### src/rtl/sched_pkg.sv
package sched_pkg;
  localparam int CODE_W_DEF = 3;
  localparam int REG_W_DEF  = 8;

  // Number of base ticks per conversion for a code: larger code, shorter wait.
  function automatic int unsigned ticks_for_code(input int unsigned code, input int unsigned code_w);
    int unsigned top;
    top = (1 << code_w) - 1;
    return 1 << (top - code);
  endfunction
endpackage

### src/rtl/rate_reg.sv
module rate_reg #(
  parameter int CODE_W     = 3,
  parameter int REG_W      = 8,
  parameter int RESET_CODE = (1 << CODE_W) - 1
) (
  input  logic              clk,
  input  logic              rst_n,
  input  logic              wr_i,
  input  logic [REG_W-1:0]  wdata_i,
  output logic [CODE_W-1:0] code_o,
  output logic [REG_W-1:0]  rdata_o,
  output logic              accepted_o
);
  localparam int PAD_W = REG_W - CODE_W;

  logic reserved;
  assign reserved   = |wdata_i[REG_W-1:CODE_W];
  assign accepted_o = wr_i && !reserved;

  always_ff @(posedge clk) begin
    if (!rst_n)          code_o <= CODE_W'(RESET_CODE);
    else if (accepted_o) code_o <= wdata_i[CODE_W-1:0];
  end

  assign rdata_o = {{PAD_W{1'b0}}, code_o};

  assert_reserved_kept_R3: assert property (@(posedge clk) disable iff (!rst_n)
    (wr_i && reserved) |=> $stable(code_o));
  assert_write_stored_R2: assert property (@(posedge clk) disable iff (!rst_n)
    (wr_i && !reserved) |=> (code_o == $past(wdata_i[CODE_W-1:0])));
  assert_pad_zero_R2: assert property (@(posedge clk) disable iff (!rst_n)
    rdata_o[REG_W-1:CODE_W] == '0);
endmodule

### src/rtl/interval_timer.sv
module interval_timer #(
  parameter int CODE_W = 3
) (
  input  logic              clk,
  input  logic              rst_n,
  input  logic              tick_i,
  input  logic              run_i,
  input  logic              hold_i,
  input  logic              clear_i,
  input  logic [CODE_W-1:0] code_i,
  output logic              expire_o
);
  localparam int MAX_SH = (1 << CODE_W) - 1;
  localparam int CNT_W  = (MAX_SH > 0) ? MAX_SH : 1;

  logic [CNT_W-1:0] cnt;
  logic [CNT_W:0]   limit;
  logic             last;

  assign limit    = (CNT_W+1)'(1) << (CNT_W'(MAX_SH) - CNT_W'(code_i));
  assign last     = ({1'b0, cnt} == (limit - 1'b1));
  assign expire_o = tick_i && run_i && !hold_i && !clear_i && last;

  always_ff @(posedge clk) begin
    if (!rst_n)                            cnt <= '0;
    else if (!run_i || clear_i || expire_o) cnt <= '0;
    else if (tick_i && !hold_i)             cnt <= cnt + 1'b1;
  end

  assert_count_in_range_R4: assert property (@(posedge clk) disable iff (!rst_n)
    ({1'b0, cnt} < limit) || $past(clear_i));
  assert_standby_clears_R10: assert property (@(posedge clk) disable iff (!rst_n)
    !run_i |=> (cnt == '0));
  assert_busy_holds_R4: assert property (@(posedge clk) disable iff (!rst_n)
    (run_i && hold_i && !clear_i) |=> $stable(cnt));
endmodule

### src/rtl/start_ctrl.sv
module start_ctrl (
  input  logic clk,
  input  logic rst_n,
  input  logic expire_i,
  input  logic oneshot_i,
  input  logic standby_i,
  input  logic done_i,
  output logic start_o,
  output logic busy_o
);
  logic fire;
  assign fire = !busy_o && (expire_i || (oneshot_i && standby_i));

  always_ff @(posedge clk) begin
    if (!rst_n) begin
      start_o <= 1'b0;
      busy_o  <= 1'b0;
    end else begin
      start_o <= fire;
      if (fire)                busy_o <= 1'b1;
      else if (busy_o && done_i) busy_o <= 1'b0;
    end
  end

  assert_start_with_busy_R5: assert property (@(posedge clk) disable iff (!rst_n)
    start_o |-> busy_o);
  assert_single_pulse_R5: assert property (@(posedge clk) disable iff (!rst_n)
    start_o |=> !start_o);
  assert_busy_release_R5: assert property (@(posedge clk) disable iff (!rst_n)
    $fell(busy_o) |-> $past(done_i));
  assert_no_start_busy_R8: assert property (@(posedge clk) disable iff (!rst_n)
    busy_o |=> !start_o);
  assert_standby_quiet_R6: assert property (@(posedge clk) disable iff (!rst_n)
    (standby_i && !oneshot_i) |=> !start_o);
endmodule

### src/rtl/conv_scheduler.sv
module conv_scheduler
  import sched_pkg::*;
#(
  parameter int CODE_W = CODE_W_DEF,
  parameter int REG_W  = REG_W_DEF
) (
  input  logic             clk,
  input  logic             rst_n,
  input  logic             tick_i,
  input  logic             rate_wr_i,
  input  logic [REG_W-1:0] rate_wdata_i,
  output logic [REG_W-1:0] rate_rdata_o,
  input  logic             standby_i,
  input  logic             oneshot_wr_i,
  input  logic             conv_done_i,
  output logic             conv_start_o,
  output logic             busy_o
);
  logic [CODE_W-1:0] code;
  logic              accepted;
  logic              expire;

  rate_reg #(.CODE_W(CODE_W), .REG_W(REG_W)) u_rate (
    .clk(clk), .rst_n(rst_n), .wr_i(rate_wr_i), .wdata_i(rate_wdata_i),
    .code_o(code), .rdata_o(rate_rdata_o), .accepted_o(accepted)
  );

  interval_timer #(.CODE_W(CODE_W)) u_timer (
    .clk(clk), .rst_n(rst_n), .tick_i(tick_i), .run_i(!standby_i),
    .hold_i(busy_o), .clear_i(accepted), .code_i(code), .expire_o(expire)
  );

  start_ctrl u_ctrl (
    .clk(clk), .rst_n(rst_n), .expire_i(expire), .oneshot_i(oneshot_wr_i),
    .standby_i(standby_i), .done_i(conv_done_i),
    .start_o(conv_start_o), .busy_o(busy_o)
  );

  assert_oneshot_run_ignored_R8: assert property (@(posedge clk) disable iff (!rst_n)
    (oneshot_wr_i && !standby_i && !tick_i) |=> !conv_start_o);
endmodule

### config.mk
export PLATFORM = sky130hd
export DESIGN_NAME = conv_scheduler
export DESIGN_NICKNAME = d
export VERILOG_FILES = /design/src/rtl/sched_pkg.sv /design/src/rtl/rate_reg.sv /design/src/rtl/interval_timer.sv /design/src/rtl/start_ctrl.sv /design/src/rtl/conv_scheduler.sv
export SDC_FILE = /design/constraint.sdc
export NUM_CORES = 1
export LEC_CHECK = 0
export BUFFER_PORTS_ARGS = -buffer_cell sky130_fd_sc_hd__buf_2
export CORE_MARGIN = 3
export CORE_UTILIZATION = 40
export DETAILED_ROUTE_END_ITERATION = 16
export PLACE_DENSITY_LB_ADDON = 0.08
export SETUP_SLACK_MARGIN = 0.15
export SYNTH_ARGS = -nofsm -noshare
export SYNTH_HDL_FRONTEND = slang
export SYNTH_SLANG_ARGS = --single-unit
### constraint.sdc
create_clock -name clk -period 2.3 [get_ports clk]
set_clock_uncertainty 0.2 [all_clocks]
set_input_delay 0.23 -clock clk [delete_from_list [all_inputs] [get_ports clk]]
set_output_delay 0.23 -clock clk [all_outputs]
set_load 0.1 [all_outputs]
## Word-level counts from Yosys, hierarchy flattened

Cells that the tools add are included.
Widths: inputs -> output; s select.

| word-level totals | value |
|---|---|
| input port bits | 15 |
| logic and storage cells | 31 |
| register bits after elaboration | 12 |

| operators by class | value |
|---|---|
| equality and inequality tests | 1 |
| shift-type cells | 1 |
| bitwise logic cells | 1 |
| reduce and logical (&&, ||, !) cells | 19 |
| mux-type cells | 2 |
| add/sub/neg operators | 3 |

Operators by type and width:

| kind | count |
|---|---|
| $logic_and 1x1->1 | 9 |
| $eq 7x8->1 | 1 |
| $shl 1x7->8 const A | 1 |
| $sub 8x1->8 const B | 1 |
| $add 7x1->7 const B | 1 |
| $reduce_or 5->1 | 1 |
| $logic_not 1->1 | 4 |
| $sub 3x3->4 const A | 1 |
| $logic_or 1x1->1 | 3 |
| $mux 1 | 2 |
| $reduce_bool 2->1 | 1 |
| $reduce_or 2->1 | 1 |
| $not 1->1 | 1 |

## Depth between registers and ports, before layout

| logic depth | value |
|---|---|
| word-level depth | 9 |
| gate-level depth with buffers | 9 |
| gate-level depth less buffers | 7 |

## Hierarchy

From an unflattened synthesis, not the netlist that was laid out.

| unflattened totals | value |
|---|---|
| cells, all modules | 96 |
| area total of the unflattened synthesis | 904.6 sq um |

Modules (own cells, without submodules):

| module | times used | area an instance (sq um) | cells each |
|---|---|---|---|
| interval_timer | 1 | 616.8 | 62 |
| rate_reg | 1 | 205.2 | 26 |
| start_ctrl | 1 | 78.8 | 7 |
| conv_scheduler | 1 | 3.8 | 1 |

## Worst setup path before layout

Ideal clock, no wire load.

| timing path | value |
|---|---|
| path kind | register to register |
| from | reg u_rate.code_o[1] |
| to | reg u_timer.cnt[6] |
| buffers on the path | 2 |
| slack | -0.806 ns |
| arrival time | 2.791 ns |
| library setup time | 0.115 ns |
| cell stages (with the launch flop) | 10 |
| period minus slack after synthesis | 3.106 ns |
| cells stage by stage | dfxtp_1 > buf_2 > nand3_1 > ha_1 > buf_2 > nor3b_1 > a21oi_1 > o311ai_0 > a41o_4 > nor2_1 |

| on the way | value |
|---|---|
| cells in the longest elaborated chain, start to end | 7 |

Ends and longest elaborated chain:

| element | RTL line | source |
|---|---|---|
| start: declaration | rate_reg.sv:10 | `output logic [CODE_W-1:0] code_o,` |
| start signal: assignment | rate_reg.sv:21 | `if (!rst_n) code_o <= CODE_W'(RESET_CODE);` |
| start signal: assignment | rate_reg.sv:22 | `else if (accepted_o) code_o <= wdata_i[CODE_W-1:0];` |
| $sub 3x3->4 | interval_timer.sv:20 | `assign limit = (CNT_W+1)'(1) << (CNT_W'(MAX_SH) - CNT_W'(code_i));` |
| $shl 1x7->8 | interval_timer.sv:20 |  |
| $sub 8x1->8 | interval_timer.sv:21 | `assign last = ({1'b0, cnt} == (limit - 1'b1));` |
| $eq 7x8->1 | interval_timer.sv:21 |  |
| $logic_and 1x1->1 | interval_timer.sv:22 | `assign expire_o = tick_i && run_i && !hold_i && !clear_i && last;` |
| $logic_or 1x1->1 | interval_timer.sv:26 | `else if (!run_i \|\| clear_i \|\| expire_o) cnt <= '0;` |
| $reduce_or 2->1 (no line) | - |  |
| end signal: assignment | interval_timer.sv:27 | `else if (tick_i && !hold_i) cnt <= cnt + 1'b1;` |
| end: declaration | interval_timer.sv:16 | `logic [CNT_W-1:0] cnt;` |

Every way passes these cells.
A chain may end at the register's enable or synchronous reset.

## Worst setup path after layout

| timing path | value |
|---|---|
| from | reg u_rate.code_o[0] |
| to | reg u_ctrl.start_o |

| on the way | value |
|---|---|
| cells in the longest elaborated chain, start to end | 7 |

Ends and longest elaborated chain:

| element | RTL line | source |
|---|---|---|
| $sub 3x3->4 | interval_timer.sv:20 |  |
| $shl 1x7->8 | interval_timer.sv:20 |  |
| $sub 8x1->8 | interval_timer.sv:21 |  |
| $eq 7x8->1 | interval_timer.sv:21 |  |
| $logic_and 1x1->1 | interval_timer.sv:22 |  |
| $logic_or 1x1->1 | start_ctrl.sv:12 | `assign fire = !busy_o && (expire_i \|\| (oneshot_i && standby_i));` |
| $logic_and 1x1->1 | start_ctrl.sv:12 |  |
| end signal: assignment | start_ctrl.sv:19 | `start_o <= fire;` |
| end: declaration | start_ctrl.sv:8 | `output logic start_o,` |

Every way passes these cells.

==> metrics.md <==
| Metric | Value |
|---|---|
| Vias per inst | `just over 5` |
| Iteration-0 DRC Markers | `10` |
| Critical path class | `flop to flop` |
| Vias | `between 700 and 800` |
| Async S/R FF share, synth | `0` |
| Flop-to-flop setup slack | `190 ps` |
| Clk_lat worst skew | `roughly 270 ps` |
| Number of synthesized flops with an enable pin | `0` |
| R2R Path Start | `u_rate.code_o[0]` |
| CTS Buf Count | `3` |
| Area Growth Syn to Fin | `33.8%` |
| Final nets | `about 140` |
| Synthesized-area fraction occupied by adder cells | `0.0308` |
| RSZ-0062 raised after global routing | `true` |
| Largest family of logic cells by synthesized area | `simple AND/OR/NAND/NOR gates` |
| Final Setup Violations | `0` |
| Static Leak | `a little over 0.4 nW` |
| Post-synthesis mux area share | `0.0492` |
| Post-route clock period utilization | `0.919` |
| Fillcell total | `around 180` |
| Critical-path cell list | `nand3b_1 > ha_4 > xor2_1 > nand3_1 > nor4_4 > nand4_1 > a21oi_1` |
| Ant. Diodes | `0` |
| Routed wl met2 | `a little over 900 um` |
| H-tree levels | `1` |
| M1 WL | `823 um` |
| CP max stage cell | `dfxtp_4` |
| Ports | `25` |
| CP startpoint | `u_rate.code_o[0]` |
| GPL Wtd Cong | `0.716` |
| Synth Area per Inst | `8.56 um2` |
| Uppermost layer routed | `met4` |
| Global route total overflow | `0` |
| Sink Count | `12` |
| Die width | `~51 um` |
| Core area | `roughly 0.0018 mm2` |
| Synth Area in Compound Gates | `0.131` |
| GRT Util Overall | `0.152` |
| Layout cell share with drive strength beyond 1 | `0.363` |
| Post-layout min period | `2110 ps` |
| Final ANT Viol Nets | `0` |
| Critical Path Start Type | `flop` |
| Status | `completed` |
| Most frequent cell after synthesis | `dfxtp_1` |
| Buf/Inv on CP | `0` |
| Final hold viol count | `0` |
| DIE AREA | `roughly 0.0026 mm2` |
| First drt pass iteration count | `4` |
| Cell count after synthesis | `95` |
| Hold Path Depth | `3` |
| Worst EP arrival | `approximately 2100 ps` |
| Max Cap Viol | `0` |
| First-pass GRT wire length | `between 2 and 3 mm` |
| Area after DPL | `roughly 910 um2` |
| Max Freq | `between 0.4 and 0.5 GHz` |
| Power per cell area | `475 mW/mm2` |
| Worst vdd ir | `between 0.3 and 0.4 mV` |
| Seq/Total Area, Yosys | `0.295` |
| Deepest clock path buffer count | `2` |
| Cell taking the most area after synthesis | `dfxtp_1` |
| Simple-gate share of the synthesized area | `0.286` |
| Worst slack at placement | `roughly 150 ps` |
| Post-synth top cells | `dfxtp_1 (12), nand2_1 (9), a21oi_1 (6), nor2_1 (6)` |
| Number of global-route vias before repair | `between 600 and 700` |
| I/O Buffers | `19` |
| Top cells by area, synth | `dfxtp_1 (30%), xnor2_1 (5.4%), xor2_1 (5.4%), mux2i_1 (4.9%), buf_4 (4.6%)` |
| # DRC | `0` |
| Initial core utilization | `0.447` |
| Worst Hold Class | `input pin to flop` |
| CTS root buf | `clkbuf_4` |
| Num rows | `15` |
| CP delay by family, top | `simple AND/OR/NAND/NOR gates` |
| Wirelength, routed | `between 1.5 and 2 mm` |
| Reg2Reg Capture Point | `u_ctrl.start_o` |
| Synth Flop Type | `dfxtp_1` |
| Worst-path maximum fanout | `7` |
| Worst path required time | `roughly 2300 ps` |
| #FFs+latches synth | `12` |
| Die Y | `a little over 50 um` |
| Setup TNS | `0 ps` |
| Critical path depth | `7` |
| Non-Filler Cell Area, Final | `0.00109 mm2` |
| Xor/xnor share of the synthesized area | `0.108` |
| Worst Setup EP | `u_ctrl.start_o` |
| Largest net degree at the start of global routing | `14` |
| Clock slew at reported path FFs | `approximately 70 ps` |
| Mapped Area | `roughly 810 um2` |
| DR WL met3 | `approximately 80 um` |
| CTS tree | `done` |
| Worst setup margin | `187 ps` |
| Unique masters post-synth | `34` |
| R2R cell count | `7` |
| Initial antenna violation count | `0` |
| Crit end category | `flop` |
| Yosys warns | `0` |
| Final slew viol count | `0` |
| Final HPWL DP | `between 1 and 1.5 mm` |
| Largest stage delay on the critical path | `370 ps` |
| Routed length per instance | `between 10 and 15 um` |
| Yosys top cell area share | `0.295` |
-- worst register-to-register path: cells and delay by family, from the launching register on --
kind / cells / cell delay [ps]
compound gates: 1 / 190
xor+xnor: 1 / 140
fa+ha+maj: 1 / 290
flops: 1 / 370
simple gates: 4 / 850
-- registers in the layout, indices dropped and copies added (netlist names) --
signal and cells:
u_timer.cnt 7, u_ctrl.busy_o 1, u_ctrl.start_o 1, u_rate.code_o 3
-- layer usage --
layer  up-vias  track usage
met5         -            0
met4         0       0.0717
met3        10       0.0379
met2        24        0.240
met1       342        0.193
li1        385            -
-- area by class of cell --
type,count,area [um2],share of cell area
Tap cell,25,31.3,0.0287
Multi-Input combinational cell,73,551,0.506
Inverter,3,11.3,0.0103
Sequential cell,12,251,0.231
Timing Repair Buffer,32,208,0.191
Clock buffer,4,36.3,0.0333
-- how the worst min path moves through the flow --
stage	startpoint	endpoint	slack, ps
after floorplan	rst_n	u_rate.code_o[0]	90
after global placement	rate_wdata_i[1]	u_rate.code_o[1]	250
after detailed placement	rate_wdata_i[1]	u_rate.code_o[1]	250
after CTS	conv_done_i	u_ctrl.busy_o	10
after global routing	oneshot_wr_i	u_ctrl.start_o	2
final	oneshot_wr_i	u_ctrl.start_o	20
-- kinds of logic (layout without fill, tap and decap cells) --
family	after synthesis	after routing
AO/OA/AOI/OAI	14	14
XOR/XNOR	10	10
adder cells (fa/ha/maj)	2	2
buffers and inverters	14	39
flip-flops	12	12
multiplexers	4	4
other	1	5
AND/OR/NAND/NOR	38	38
-- stage by stage --
stage / hold slack [ps] / instances / util / power (W)
final: 17.7 / 149 / 0.598 / 0.000517
after global routing: 2.09 / 149 / 0.598 / 0.000544
after CTS: 9.66 / 143 / 0.559 / 0.000512
after detailed placement: 251 / 133 / 0.502 / 0.000340
after global placement: 250 / 133 / 0.502 / 0.000338
after floorplan: 91.3 / 99 / - / 0.000322
-- power breakdown --
part	internal, W	total [W]	switching [W]
sequential	0.000209	0.000215	0.00000517
clock	0.0000961	0.000170	0.0000736
combinational	0.0000381	0.000132	0.0000941
total	0.000344	0.000517	0.000173
-- cell usage in the layout (no fill, tap or decap), drive strengths merged, types with 5 or more instances in the layout --
cell,count
xnor2,5
dlygate4sd3,6
nor2,6
nand2,9
dfxtp,12
xor2,5
a21oi,7
conb,5
buf,26
-- what timing repair did --
item	4_1_cts	5_1_grt
pin swaps	0	10
endpoints found under the setup margin	7	9
cloned	0	0
hold endpoints to repair	3	0
gates resized for setup	1	4
hold buffers	6	0
setup buffers	0	6
Power figures use the tool's default switching activity.
